$ cat src/rtl/pwc_rx_pkg.sv
package pwc_rx_pkg;

    typedef enum logic [1:0] {
        RX_IDLE = 2'd0,
        RX_HUNT = 2'd1,
        RX_LOW  = 2'd2,
        RX_HIGH = 2'd3
    } rx_state_e;

endpackage

$ cat src/rtl/pwc_env_sync.sv
module pwc_env_sync #(
    parameter int STAGES = 2
) (
    input  logic clk,
    input  logic rst_n,
    input  logic env_async,
    output logic level,
    output logic rise,
    output logic fall
);
    logic [STAGES-1:0] chain_d, chain_q;
    logic              last_d, last_q;

    genvar g;
    generate
        for (g = 0; g < STAGES; g++) begin : g_stage
            if (g == 0) begin : g_first
                assign chain_d[g] = env_async;
            end else begin : g_next
                assign chain_d[g] = chain_q[g-1];
            end
        end
    endgenerate

    assign last_d = chain_q[STAGES-1];

    always_ff @(posedge clk or negedge rst_n) begin
        if (!rst_n) begin
            chain_q <= '0;
            last_q  <= 1'b0;
        end else begin
            chain_q <= chain_d;
            last_q  <= last_d;
        end
    end

    assign level = chain_q[STAGES-1];
    assign rise  = chain_q[STAGES-1] & ~last_q;
    assign fall  = ~chain_q[STAGES-1] & last_q;
endmodule

$ cat src/rtl/pwc_stamp_ctr.sv
module pwc_stamp_ctr #(
    parameter int TS_W = 16
) (
    input  logic            clk,
    input  logic            rst_n,
    input  logic            tick_en,
    output logic [TS_W-1:0] stamp
);
    logic [TS_W-1:0] cnt_d, cnt_q;

    always_comb begin
        cnt_d = cnt_q;
        if (tick_en) begin
            cnt_d = cnt_q + TS_W'(1);
        end
    end

    always_ff @(posedge clk or negedge rst_n) begin
        if (!rst_n) begin
            cnt_q <= '0;
        end else begin
            cnt_q <= cnt_d;
        end
    end

    assign stamp = cnt_q;
endmodule

$ cat src/rtl/pwc_sym_judge.sv
module pwc_sym_judge #(
    parameter int SYM_W     = 6,
    parameter int THRESH    = 17,
    parameter int MIN_SYM   = 4,
    parameter int LIMIT     = 31
) (
    input  logic [SYM_W-1:0] dur,
    output logic             is_one,
    output logic             too_short,
    output logic             at_limit
);
    assign is_one    = (dur > SYM_W'(THRESH));
    assign too_short = (dur < SYM_W'(MIN_SYM));
    assign at_limit  = (dur >= SYM_W'(LIMIT));
endmodule

$ cat src/rtl/pwc_frame_rx.sv
module pwc_frame_rx
    import pwc_rx_pkg::*;
#(
    parameter int TS_W         = 16,
    parameter int BIT_TICKS    = 21,
    parameter int ZERO_TICKS   = 13,
    parameter int PAUSE_TICKS  = 4,
    parameter int HUNT_PERIODS = 40,
    parameter int MIN_LEN      = 6,
    parameter int MAX_LEN      = 23,
    parameter int PIPE_COMP    = 2,
    parameter int SYNC_STAGES  = 2,
    parameter int LEN_W        = $clog2(MAX_LEN + 2)
) (
    input  logic               clk,
    input  logic               rst_n,
    input  logic               env_in,
    input  logic               tick_en,
    input  logic               arm,
    input  logic               ks_bit,
    output logic               ks_adv,
    output logic               frame_valid,
    output logic               frame_err,
    output logic [MAX_LEN-1:0] frame_data,
    output logic [LEN_W-1:0]   frame_len,
    output logic [TS_W-1:0]    frame_end_ts
);
    localparam int THRESH = (ZERO_TICKS + BIT_TICKS) / 2;
    localparam int LIMIT  = (BIT_TICKS * 3) / 2;
    localparam int SYM_W  = $clog2(LIMIT + 2);
    localparam int HC_W   = $clog2(BIT_TICKS);
    localparam int PER_W  = $clog2(HUNT_PERIODS + 1);
    localparam int LEN_MAXV = (1 << LEN_W) - 1;

    typedef struct packed {
        rx_state_e          st;
        logic [HC_W-1:0]    hcnt;
        logic [PER_W-1:0]   per;
        logic [SYM_W-1:0]   sym;
        logic [LEN_W-1:0]   len;
        logic [MAX_LEN-1:0] shreg;
        logic [TS_W-1:0]    pts;
        logic               adv;
        logic               vld;
        logic               err;
        logic [MAX_LEN-1:0] odata;
        logic [LEN_W-1:0]   olen;
        logic [TS_W-1:0]    ots;
    } rx_regs_t;

    rx_regs_t r_d, r_q;

    logic            env_lvl, env_rise, env_fall;
    logic [TS_W-1:0] stamp;
    logic            sym_one, sym_short, sym_limit;

    pwc_env_sync #(.STAGES(SYNC_STAGES)) u_sync (
        .clk       (clk),
        .rst_n     (rst_n),
        .env_async (env_in),
        .level     (env_lvl),
        .rise      (env_rise),
        .fall      (env_fall)
    );

    pwc_stamp_ctr #(.TS_W(TS_W)) u_stamp (
        .clk     (clk),
        .rst_n   (rst_n),
        .tick_en (tick_en),
        .stamp   (stamp)
    );

    pwc_sym_judge #(
        .SYM_W   (SYM_W),
        .THRESH  (THRESH),
        .MIN_SYM (PAUSE_TICKS),
        .LIMIT   (LIMIT)
    ) u_judge (
        .dur       (r_q.sym),
        .is_one    (sym_one),
        .too_short (sym_short),
        .at_limit  (sym_limit)
    );

    logic violate;
    logic sym_tick;

    always_comb begin
        r_d     = r_q;
        r_d.adv = 1'b0;
        r_d.vld = 1'b0;
        r_d.err = 1'b0;
        violate = 1'b0;

        // symbol timer runs while a symbol is open, held at its limit
        sym_tick = tick_en && !sym_limit &&
                   (r_q.st == RX_LOW || r_q.st == RX_HIGH);
        if (sym_tick) begin
            r_d.sym = r_q.sym + SYM_W'(1);
        end

        unique case (r_q.st)
            RX_IDLE: begin
                if (arm) begin
                    r_d.st    = RX_HUNT;
                    r_d.hcnt  = '0;
                    r_d.per   = '0;
                    r_d.len   = '0;
                    r_d.shreg = '0;
                    r_d.adv   = 1'b1;
                end
            end

            RX_HUNT: begin
                if (env_fall) begin
                    r_d.st  = RX_LOW;
                    r_d.sym = '0;
                    r_d.pts = stamp;
                end else if (tick_en) begin
                    if (r_q.hcnt == HC_W'(BIT_TICKS - 1)) begin
                        r_d.hcnt = '0;
                        if (r_q.per == PER_W'(HUNT_PERIODS - 1)) begin
                            r_d.st  = RX_IDLE;
                            r_d.err = 1'b1;
                        end else begin
                            r_d.per = r_q.per + PER_W'(1);
                            r_d.adv = 1'b1;
                        end
                    end else begin
                        r_d.hcnt = r_q.hcnt + HC_W'(1);
                    end
                end
            end

            RX_LOW: begin
                if (env_rise) begin
                    r_d.st = RX_HIGH;
                end else if (tick_en && sym_limit) begin
                    violate = 1'b1;
                end
            end

            RX_HIGH: begin
                if (env_fall) begin
                    r_d.pts = stamp;
                    r_d.sym = '0;
                    if (sym_short) begin
                        violate = 1'b1;
                    end else begin
                        r_d.st  = RX_LOW;
                        r_d.adv = 1'b1;
                        if (r_q.len < LEN_W'(MAX_LEN)) begin
                            r_d.shreg[r_q.len] = sym_one ^ ks_bit;
                        end
                        if (r_q.len != LEN_W'(LEN_MAXV)) begin
                            r_d.len = r_q.len + LEN_W'(1);
                        end
                    end
                end else if (tick_en && sym_limit) begin
                    violate = 1'b1;
                end
            end

            default: r_d.st = RX_IDLE;
        endcase

        if (violate) begin
            r_d.st = RX_IDLE;
            if (r_q.len >= LEN_W'(MIN_LEN) && r_q.len <= LEN_W'(MAX_LEN)) begin
                r_d.vld   = 1'b1;
                r_d.odata = r_q.shreg;
                r_d.olen  = r_q.len;
                r_d.ots   = r_d.pts + TS_W'(PAUSE_TICKS - PIPE_COMP);
            end else begin
                r_d.err = 1'b1;
            end
        end
    end

    always_ff @(posedge clk or negedge rst_n) begin
        if (!rst_n) begin
            r_q <= '{st: RX_IDLE, default: '0};
        end else begin
            r_q <= r_d;
        end
    end

    assign ks_adv       = r_q.adv;
    assign frame_valid  = r_q.vld;
    assign frame_err    = r_q.err;
    assign frame_data   = r_q.odata;
    assign frame_len    = r_q.olen;
    assign frame_end_ts = r_q.ots;

    logic unused_lvl;
    assign unused_lvl = env_lvl;
endmodule

$ cat config.mk
export PLATFORM = sky130hd
export DESIGN_NAME = pwc_frame_rx
export DESIGN_NICKNAME = d
export VERILOG_FILES = /design/src/rtl/pwc_rx_pkg.sv /design/src/rtl/pwc_env_sync.sv /design/src/rtl/pwc_stamp_ctr.sv /design/src/rtl/pwc_sym_judge.sv /design/src/rtl/pwc_frame_rx.sv
export SDC_FILE = /design/constraint.sdc
export NUM_CORES = 1
export LEC_CHECK = 0
export ABC_CLOCK_PERIOD_IN_PS = 3200
export BUFFER_PORTS_ARGS = -buffer_cell sky130_fd_sc_hd__buf_2
export CELL_PAD_IN_SITES_DETAIL_PLACEMENT = 2
export CELL_PAD_IN_SITES_GLOBAL_PLACEMENT = 2
export CORE_UTILIZATION = 38
export DETAILED_ROUTE_END_ITERATION = 8
export GPL_ROUTABILITY_DRIVEN = 0
export GPL_TIMING_DRIVEN = 1
export MAX_ROUTING_LAYER = met4
export PLACE_DENSITY_LB_ADDON = 0.12
export SYNTH_ARGS = -nofsm -noshare
export SYNTH_HDL_FRONTEND = slang
export SYNTH_SLANG_ARGS = --single-unit
$ cat constraint.sdc
create_clock -name clk -period 3.2 [get_ports clk]
set_input_delay 0.48 -clock clk [delete_from_list [all_inputs] [get_ports clk]]
set_output_delay 0.48 -clock clk [all_outputs]
set_load 0.1 [all_outputs]
Yosys cells after proc, flatten, opt, wreduce, memory -nomap -nowiden

Cells that the tools add are included.

Flip-flop bits (word level): 129
Bits of input ports: 6

Add/subtract/negate cells: 6
Magnitude comparators: 8
Equal/unequal tests: 22
Mux-type cells: 50
Bitwise logic cells: 5
Reductions and logical operators: 16

Operators with widths:

| operator                                       | number |
|---|---|
| 2-to-1 mux 28 bit                              | 2 |
| one-hot mux 28 bit (2 select lines)            | 1 |
| 2-to-1 mux 51 bit                              | 1 |
| 2-to-1 mux 46 bit                              | 1 |
| 2-to-1 mux 44 bit                              | 1 |
| one-hot mux 16 bit (2 select lines)            | 1 |
| 2-to-1 mux 13 bit                              | 2 |
| 2-to-1 mux 6 bit                               | 4 |
| bitwise mux 23 bit                             | 1 |
| 2-to-1 mux 23 bit                              | 1 |
| one-hot mux 11 bit (2 select lines)            | 1 |
| 2-to-1 mux 1 bit                               | 18 |
| adder 16 x 1 -> 16 bit (second input constant) | 1 |
| adder 16 x 2 -> 16 bit (second input constant) | 1 |
| 2-to-1 mux 16 bit                              | 1 |
| 2-to-1 mux 2 bit                               | 7 |
| != test 2 bit (second input constant)          | 7 |
| adder 6 x 1 -> 6 bit (second input constant)   | 2 |
| != test 3 bit (second input constant)          | 4 |
| != test 4 bit (second input constant)          | 3 |
| one-hot mux 6 bit (2 select lines)             | 1 |
| 2-to-1 mux 11 bit                              | 1 |
| adder 5 x 1 -> 5 bit (second input constant)   | 2 |
| 2-to-1 mux 5 bit                               | 2 |
| other kinds (31)                               | 41 |

Longest topological paths before layout

Gate-level depths: netlist of the first run.

Word-level depth: 12
Depth in mapped cells: 11
Gate-level depth less buffers: 8

By module

Synthesis of the first run repeated with hierarchy kept, for this count alone.

Cell total of the unflattened synthesis: 667
Area total of the unflattened synthesis: 6361.1 um^2

Modules (own cells, without submodules):

| module        | times used | cells each | area each (um^2) |
|---|---|---|---|
| pwc_frame_rx  | 1          | 601        | 5540.3 |
| pwc_stamp_ctr | 1          | 56         | 695.7 |
| pwc_env_sync  | 1          | 5          | 90.1 |
| pwc_sym_judge | 1          | 5          | 35.0 |

Worst setup path after synthesis of the first run

OpenSTA, ideal clock, no wires.

Kind: flip-flop to flip-flop
Start point: reg u_sync.chain_q[1]
End point: reg r_q, in the netlist frame_end_ts[13]
Data arrival time: 2.724 ns
Data required time: 3.070 ns
Slack: 0.346 ns
Stages on the path, launching flop included: 12
Path buffers: 3
Clock period less this slack: 2.854 ns
Cell sequence: dfrtp_1 -> and3b_1 -> buf_4 -> clkbuf_1 -> buf_1 -> nand2_1 -> nand2_1 -> ha_1 -> or4b_4 -> a221oi_2 -> xnor2_1 -> o21ai_1

RTL lines:

| item                   | RTL line            | RTL |
|---|---|---|
| from (decl)            | pwc_env_sync.sv:11  | `logic [STAGES-1:0] chain_d, chain_q;` |
| from (signal assigned) | pwc_env_sync.sv:32  | `chain_q <= chain_d;` |
| to (signal assigned)   | pwc_frame_rx.sv:184 | `r_q <= r_d;` |
| to (decl)              | pwc_frame_rx.sv:51  | `rx_regs_t r_d, r_q;` |

==> metrics list, run 1 <==
* Result of the run: finished, final reports clean
- 0 antenna diodes ended up in the layout.
* P per Cell Area: 794 nW/µm²
- Netlist area before placement: 6360 µm²
* Root cell of the clock tree: sky130_fd_sc_hd__clkbuf_16
- For the worst flop-to-flop path, the logic depth is 8.
* Antenna Violating Nets Remaining: 0
* Fraction of layout cells with a size suffix above 1: 0.151
* Post-Synthesis Cells: 679
* Placed wire-length estimate after detailed placement: 12200 µm
- The count of endpoints failing hold in the final timing report is 0.
* Final number of max-transition violations: 0
- Number of detailed-routing iterations run before antenna repair: 4
- After clock tree synthesis, the setup repair step added 0 buffers.
- The die is 131 µm tall.
- CTS buffer count: 17
- Cell at the slowest stage of the critical path: sky130_fd_sc_hd__dfrtp_1
- Area of the multi-input gates: 2620 µm²
- Of the total power, the share spent switching nets is 0.389.
- Net count reported at finish: 707
- Grt total ovfl: 0
- Counting flops with a built-in enable in the synthesized netlist gives 0.
* # hold bufs at CTS: 0
- CTS tree: built
* Initial core utilization: 0.395
- Data arrival, critical path: 2.87 ns
* Worst reg2reg endpoint: frame_end_ts[13]
- Setup repair after global routing left no endpoint under its margin.
- Clock Sink Count: 129
* Peak Freq: 388 MHz
* Number of I/O pins: 53
- The tightest hold path in the finished design has a slack of 0.0457 ns.
* Most used cells in the layout excluding fill and tap cells: sky130_fd_sc_hd__nand2_1 (146), sky130_fd_sc_hd__dfrtp_1 (129), sky130_fd_sc_hd__o21ai_0 (74)
- Leaving out fill and tap cells, the most frequent cell in the layout is sky130_fd_sc_hd__nand2_1.
- The critical path contains buffers and inverters numbering 0 combined.
* Leakage power of the design: 0.00346 µW
- Cell depth of the worst setup path: 8
* Launch point of the worst path: r_q[108]
* Clock-pin slew reported for the worst setup and hold paths after clock tree synthesis: 0.06 ns
- Setup slack on the worst reg-to-reg path comes out at 0.62 ns.
- Max rail drop VDD: 0.671 mV
- Post-synthesis cell type count: 58
* Via-per-instance ratio: 5.30
- Leading register cell type out of synthesis: sky130_fd_sc_hd__dfrtp_1
* RR Startpoint: r_q[108]
* Final worst path period share: 0.805
- The count of buffers added on input and output ports is 52.
- Summed over all failing endpoints, the final setup total negative slack is 0 ns.
* Time the worst path needs with I/O delays and setup: 2.58 ns
* Number of inserted filler cells in the final layout: 1748
* Core region area: 16100 µm²
* Average routed wire per standard cell: 18.9 µm
* Number of antenna violations at the first check in global routing: 0
* Switching power: 2200 µW
* Synthesis-to-layout area growth: 11.9%
- In this run, post-CTS repair resized a total of 0 instances.
- The clock tree synthesis step divided the H-tree into 4 levels.
* Total wirelength of the detailed-routed design: 17300 µm
- At the worst endpoint, the required time is 3.49 ns.
- Number of synthesized register bits: 129
- Cell type group with the largest total delay on the critical path: simple AND/OR/NAND/NOR gates
- Classification of the worst setup path: reg -> reg
- In this design, the critical path's most frequently occurring cell is sky130_fd_sc_hd__nand2_1.
- FP Rows: 46
* Clock insertion delay at the later pin of the skew report: 0.43 ns
- On the final layout, the worst clock skew is 0.00638 ns.
- Setup violations remaining at the end of the flow were counted as 0.
* Number of warnings issued by yosys: 0
* Clock Power Share: 0.342
* Power share of the combinational group: 0.280
- Syn Nets: 698
- Initial drt markers: 191
- Register share of total power: 0.378
- In the global route stage, overall resource usage came out at 0.223.
- Largest net degree at the start of global routing: 63
- In this design, the stage delay of the slowest critical-path cell is 0.59 ns.
- Max Cap Violations: 0
- Relative slew slack: 0.539
- Walking the worst path, the cells encountered are and3b_1 -> nand2_1 -> nand2_1 -> ha_1 -> or4b_4 -> a221oi_2 -> xnor2_1 -> o21ai_1.
- Path type of the worst min-delay path: in -> async
- Via count: 4864
- Sequential element share of the synthesized area: 0.507
- In this run the deepest clock path goes through 2 buffers.
- Async set-or-reset flop fraction in the synthesized netlist: 1.00
- Worst Max-Slew Pin Slew: 0.687 ns
- Global-route wire length before repair: 29100 µm
* Number of global-route vias before repair: 5473
- CP Max Fanout: 15
- Area of the die: 17300 µm²
* Endpoint kind of the worst setup timing path: flop
* Drc violations: 0
* Seq. cell area: 3230 µm²
- Timing endpoint of the critical path: frame_end_ts[13]
* Horiz. Die Dim: 131 µm
- STA classifies the critical path startpoint as a flop.
- Internal power component: 3460 µW
- A synthesized cell averages 9.37 µm².
==> worst min path at each step <==
stage | endpoint | slack [ns] | from
after floorplan | frame_data[0] | 0.18 | rst_n
after global placement | u_sync.chain_q[1] | 0.34 | u_sync.chain_q[0]
after detailed placement | u_sync.chain_q[1] | 0.34 | u_sync.chain_q[0]
after CTS | frame_data[0] | 0.04 | rst_n
after global routing | frame_data[0] | 0.07 | rst_n
final | frame_data[2] | 0.05 | rst_n
==> Yosys cell counts, types with 8 or more instances <==
library cell                 n  area share
sky130_fd_sc_hd__a21oi_1    32       0.025
sky130_fd_sc_hd__buf_4      45       0.053
sky130_fd_sc_hd__clkbuf_1   20       0.012
sky130_fd_sc_hd__dfrtp_1   129        0.51
sky130_fd_sc_hd__ha_1       13       0.026
sky130_fd_sc_hd__inv_1      17       0.010
sky130_fd_sc_hd__mux2i_1     8       0.013
sky130_fd_sc_hd__nand2_1   146       0.086
sky130_fd_sc_hd__nand3_1    21       0.017
sky130_fd_sc_hd__nand4_1    21       0.021
sky130_fd_sc_hd__nor2_1     25       0.015
sky130_fd_sc_hd__o21ai_0    74       0.058
sky130_fd_sc_hd__xnor2_1    16       0.022
sky130_fd_sc_hd__xor2_1     11       0.015
==> power groups by stage <==
stage               Sequential [µW]  Combinational, µW  Clock [µW]
CTS                            2140               1610        1990
global placement               2140               1550           0
global route                   2170               1700        2040
floorplan                      2080               1370           0
detailed placement             2160               1590           0
finish                         2140               1590        1940
==> area by class of cell <==
| type | instances | share of cell area |
|---|---|---|
| Tap cell | 216 | 0.0379 |
| Clock buffer | 27 | 0.0706 |
| Multi-Input combinational cell | 458 | 0.367 |
| Clock inverter | 5 | 0.0105 |
| Timing Repair Buffer | 64 | 0.0513 |
| Inverter | 18 | 0.00948 |
| Sequential cell | 129 | 0.453 |
==> worst reg2reg max path, delay by kind of cell (launching register included) <==
kind                     cells  cell delay [ns]
adder cells (fa/ha/maj)      1             0.29
AO/OA/AOI/OAI                2             0.38
XOR/XNOR                     1             0.16
flip-flops                   1             0.59
AND/OR/NAND/NOR              4             1.01
==> per-layer routing <==
metal  vias to the layer above  routed length [µm]  GRT usage
met3                        18                 377     0.0467
met4                         0                 235     0.0691
met5                         -                   0          -
li1                       2314                   -          -
met2                        54                8790      0.371
met1                      2478                7900      0.271
==> cells by family after synthesis <==
| group | after synthesis | share of synthesized area |
|---|---|---|
| fa+ha+maj | 13 | 0.0256 |
| compound gates | 143 | 0.132 |
| simple gates | 260 | 0.191 |
| buf+inv | 92 | 0.0822 |
| mux | 15 | 0.0250 |
| flops | 129 | 0.507 |
| xor+xnor | 27 | 0.0372 |
==> state kept, by name, indices dropped and copies added (netlist names) <==
signal / cells
frame_data: 23
frame_end_ts: 16
frame_err: 1
frame_len: 5
frame_valid: 1
ks_adv: 1
r_q: 63
u_stamp.stamp: 16
u_sync.chain_q: 2
u_sync.last_q: 1
==> stage by stage <==
stage / cell area [µm²] / util / setup WS (ns) / std cells / total power, µW
global placement: 6550 / 0.406 / 0.739 / 885 / 3690
detailed placement: 6550 / 0.406 / 0.612 / 885 / 3760
CTS: 7120 / 0.442 / 0.597 / 917 / 5730
finish: 7120 / 0.442 / 0.623 / 917 / 5660
floorplan: 6360 / - / 0.346 / 679 / 3450
global route: 7120 / 0.442 / 0.415 / 917 / 5920
No activity file was read; power rests on OpenSTA's default activity.
==> run 2: changes to the inputs <==
--- a/config.mk
+++ b/config.mk
@@ -5,11 +5,11 @@
 export SDC_FILE = /design/constraint.sdc
 export NUM_CORES = 1
 export LEC_CHECK = 0
-export ABC_CLOCK_PERIOD_IN_PS = 3200
+export ABC_CLOCK_PERIOD_IN_PS = 2100
 export BUFFER_PORTS_ARGS = -buffer_cell sky130_fd_sc_hd__buf_2
 export CELL_PAD_IN_SITES_DETAIL_PLACEMENT = 2
 export CELL_PAD_IN_SITES_GLOBAL_PLACEMENT = 2
-export CORE_UTILIZATION = 38
+export CORE_UTILIZATION = 34
 export DETAILED_ROUTE_END_ITERATION = 8
 export GPL_ROUTABILITY_DRIVEN = 0
 export GPL_TIMING_DRIVEN = 1
==> constraint.sdc (replaced) <==
create_clock -name clk -period 2.1 [get_ports clk]
set_input_delay 0.315 -clock clk [delete_from_list [all_inputs] [get_ports clk]]
set_output_delay 0.315 -clock clk [all_outputs]
set_load 0.1 [all_outputs]
==> run 2 against run 1 <==
  * The flow now finishes with violations (design-rule violations, negative setup slack)
  * Hold slack better by 0.22 ns
  * Critical path depth unchanged
  * Die area up 12%
  * Maximum frequency up 16%
  * Global-route usage down 1.4 points
  * Cell count up 7.1%
  * Register-to-register slack worse by 0.74 ns
  * Combinational power up 79%
  * Sequential share of layout area down 3.7 points
  * Clock power up 66%
  * Highest routed layer unchanged
==> metrics list, run 2 (synthesis gave the netlist of run 1 again) <==
* Result of the run: finished with violations
* Violated checks: design-rule violations, negative setup slack
* Seq. cell area: 3230 µm² (unchanged)
- The highest fanout seen on the critical path was 4 (-11).
- Root cell of the clock tree: sky130_fd_sc_hd__clkbuf_16
- CTS tree: built
- Die span in y: 139 µm (+5.6%)
- Leaving out fill and tap cells, the most frequent cell in the layout is sky130_fd_sc_hd__nand2_1.
- RSZ-0062 raised after global routing: yes
- Total of buffers placed on input and output ports: 52 (unchanged)
- The final number of setup-violating endpoints was 3 (+3).
- The arrival time at the worst endpoint was 2.51 ns (-0.36 ns).
- Worst reg2reg endpoint: frame_end_ts[13]
- Number of stages on the worst hold path: 2
- Max rail drop VDD: 0.640 mV (-4.5%)
- Via-per-instance ratio: 5.24 (-1.1%)
- Startpoint class of the critical path: flop
- Number of detailed-routing iterations run before antenna repair: 6 (+2)
- The clock period minus final worst setup slack came to 2.21 ns (-0.363 ns).
- Synthesis-to-layout area growth: 21.8%
- Max Cap Violations: 0 (unchanged)
- Final worst path period share: 1.05 (+0.249)
- The internal reg-to-reg setup slack came to -0.11 ns (-0.74 ns).
- The number of filler cells placed in the layout is 1980 (+13%).
- Critical hold path startpoint: tick_en
- Global-route layer with the greatest usage: met2
* Grt total ovfl: 0 (unchanged)
- Non-filler cells, final: 982 (+7.1%)
- Global-route track usage on met3: 0.0321 (-0.0146)
- Horiz. Die Dim: 139 µm (+5.6%)
- Required time of the critical path: 2.39 ns (-1.10 ns)
- The vias after detailed routing is 5150 (+5.9%).
- The slew at the pin closest to its max-slew limit came to 0.497 ns (-0.190 ns).
* Final number of max-transition violations: 0 (unchanged)
* Number of I/O pins: 53 (unchanged)
* Number of buffers on the longest clock path: 2 (unchanged)
- The global-route usage over all layers came to 0.209 (-0.0137).
* Area of the multi-input gates: 2740 µm² (+4.6%)
- Initial drt markers: 161 (-16%)
- The worst setup skew after layout was 0.00971 ns (+0.00333 ns).
* Number of inserted diodes: 0 (unchanged)
- The post-place instance area came to 6910 µm² (+5.5%).
* Critical path cell sequence: and3b_2 -> nand2_1 -> nand2_2 -> ha_4 -> or4b_4 -> a221oi_4 -> xnor2_1 -> o21ai_1
* Clock insertion delay at the later pin of the skew report: 0.42 ns (about the same)
* P per Cell Area: 1200 nW/µm² (+51%)
- The initial standard-cell utilization of the core came to 0.351 (-0.0442).
- Final Hold Viols: 0 (unchanged)
- GR met1 Demand/Resource: 0.252 (-0.0186)
* Number of flip-flops under the largest register name: 63 (unchanged)
* Path type of the worst min-delay path: in -> reg
* Top register by number of flip-flops: r_q
* Clock-pin slew reported for the worst setup and hold paths after clock tree synthesis: 0.06 ns (about the same)
- The worst setup path is captured at a flop.
* Final setup slack of the worst path: -0.115 ns (-0.737 ns)
- Largest net degree at the start of global routing: 47 (-25%)
* CTS buffer count: 17 (unchanged)
* Total wirelength of the detailed-routed design: 19100 µm (+10%)
- The average routed wire per standard cell is 19.4 µm (+3.0%).
- The initial antenna violation count is 0 (unchanged).
- The layout cell share with drive strength beyond 1 came to 0.232 (+0.0812).
- The clock sink count came to 129 (unchanged).
- The number of cells after detailed placement came to 939 (+6.1%).
- Leakage power of the design: 0.00377 µW (+9.1%)
- The area of the core came to 18100 µm² (+13%).
* Slowest Stage Delay on Critical Path: 0.51 ns (-0.08 ns)
* CTS H-Tree Depth: 4 (unchanged)
- Net count reported at finish: 759 (+7.4%)
- Number of global-route vias before repair: 5671 (+3.6%)
- Antenna Violating Nets Remaining: 0 (unchanged)
- Placed wire-length estimate after detailed placement: 13000 µm (+6.5%)
- The count of unresolved DRC violations after routing is 5 (+5).
* Global-route wire length before repair: 30600 µm (+5.0%)
* FP Rows: 49 (+6.5%)
- Destination of the worst hold path: r_q[108]
- The full die area is 19300 µm² (+12%).
- The final cell area excluding filler cells is 7750 µm² (+8.8%).
- Met2 GRT Util: 0.360 (-0.0111)
- In the layout the commonest cells are sky130_fd_sc_hd__nand2_1 (143), sky130_fd_sc_hd__dfrtp_1 (129), sky130_fd_sc_hd__o21ai_0 (69).
* Classification of the worst setup path: reg -> reg
- Depth of the most critical reg-to-reg path: 8 (unchanged)
- Peak Freq: 452 MHz (+16%)
- The worst slew slack as a fraction of its limit came to 0.671 (+0.132).
* RR Startpoint: u_sync.chain_q[1]
- The largest individual stage delay along the critical path comes from the cell sky130_fd_sc_hd__or4b_4.
run 2: cell types whose count changed in the layout (fill, tap and decap cells not counted), moves of 3 or more:
cell                         change
sky130_fd_sc_hd__clkinvlp_4      +3
sky130_fd_sc_hd__clkbuf_1        -5
sky130_fd_sc_hd__o21ai_1         +5
sky130_fd_sc_hd__clkinv_4        +3
sky130_fd_sc_hd__nor3_1          -3
sky130_fd_sc_hd__buf_4          +46
sky130_fd_sc_hd__o21ai_0         -5
sky130_fd_sc_hd__bufinv_16       +3
sky130_fd_sc_hd__nand2_1         -3
sky130_fd_sc_hd__clkbuf_8        -4
run 2: per-layer routing:
layer / routed length (µm) / part of all wire
met4: 188 / 0.0099
met3: 351 / 0.018
met5: 0 / 0
met1: 8490 / 0.45
met2: 10000 / 0.53
run 2: through the flow:
stage | util | hold WS, ns | TNS, ns | power, µW | worst slack [ns]
2_1_floorplan | - | 0.0194 | -0.713 | 5300 | -0.290
3_3_place_gp | 0.381 | 0.224 | -0.0943 | 5830 | -0.0709
3_5_place_dp | 0.381 | 0.224 | -0.161 | 5940 | -0.0847
4_1_cts | 0.421 | 0.239 | -0.105 | 9280 | -0.105
5_1_grt | 0.427 | 0.267 | -2.05 | 9690 | -0.235
6_report | 0.427 | 0.267 | -0.179 | 9280 | -0.115
run 2: layout make-up:
type	count	share of cell area
clock buffers	18	0.0554
clock inverters	14	0.0276
flip-flops and latches	129	0.417
well taps	229	0.0370
repair buffers	116	0.102
inverters	18	0.00888
multi-input cells	458	0.353
run 2: what timing repair did:
item,in CTS,in global routing
pin swaps,4,8
setup buffers,4,5
endpoints found under the hold margin,17,0
endpoints found under the setup margin,6,7
gates resized for setup,10,17
hold buffers,2,0
run 2: how the worst max path moves through the flow:
stage	startpoint	end
2_1_floorplan	u_sync.chain_q[1]	frame_end_ts[13]
4_1_cts	u_sync.chain_q[1]	frame_end_ts[13]
3_3_place_gp	u_sync.chain_q[1]	frame_end_ts[14]
3_5_place_dp	u_sync.chain_q[1]	frame_end_ts[13]
5_1_grt	u_sync.chain_q[1]	frame_end_ts[13]
6_report	u_sync.chain_q[1]	frame_end_ts[13]
run 2: power by group:
part	internal, µW	total, µW	switching, µW
Combinational	780	2850	2070
Clock	2100	3230	1120
Sequential	2840	3200	369
run 2: critical path, delay by kind of cell (launching register included):
family | cells | cell delay, ns
AND/OR/NAND/NOR | 4 | 1.01
flip-flops | 1 | 0.40
AO/OA/AOI/OAI | 2 | 0.38
XOR/XNOR | 1 | 0.16
adder cells (fa/ha/maj) | 1 | 0.14
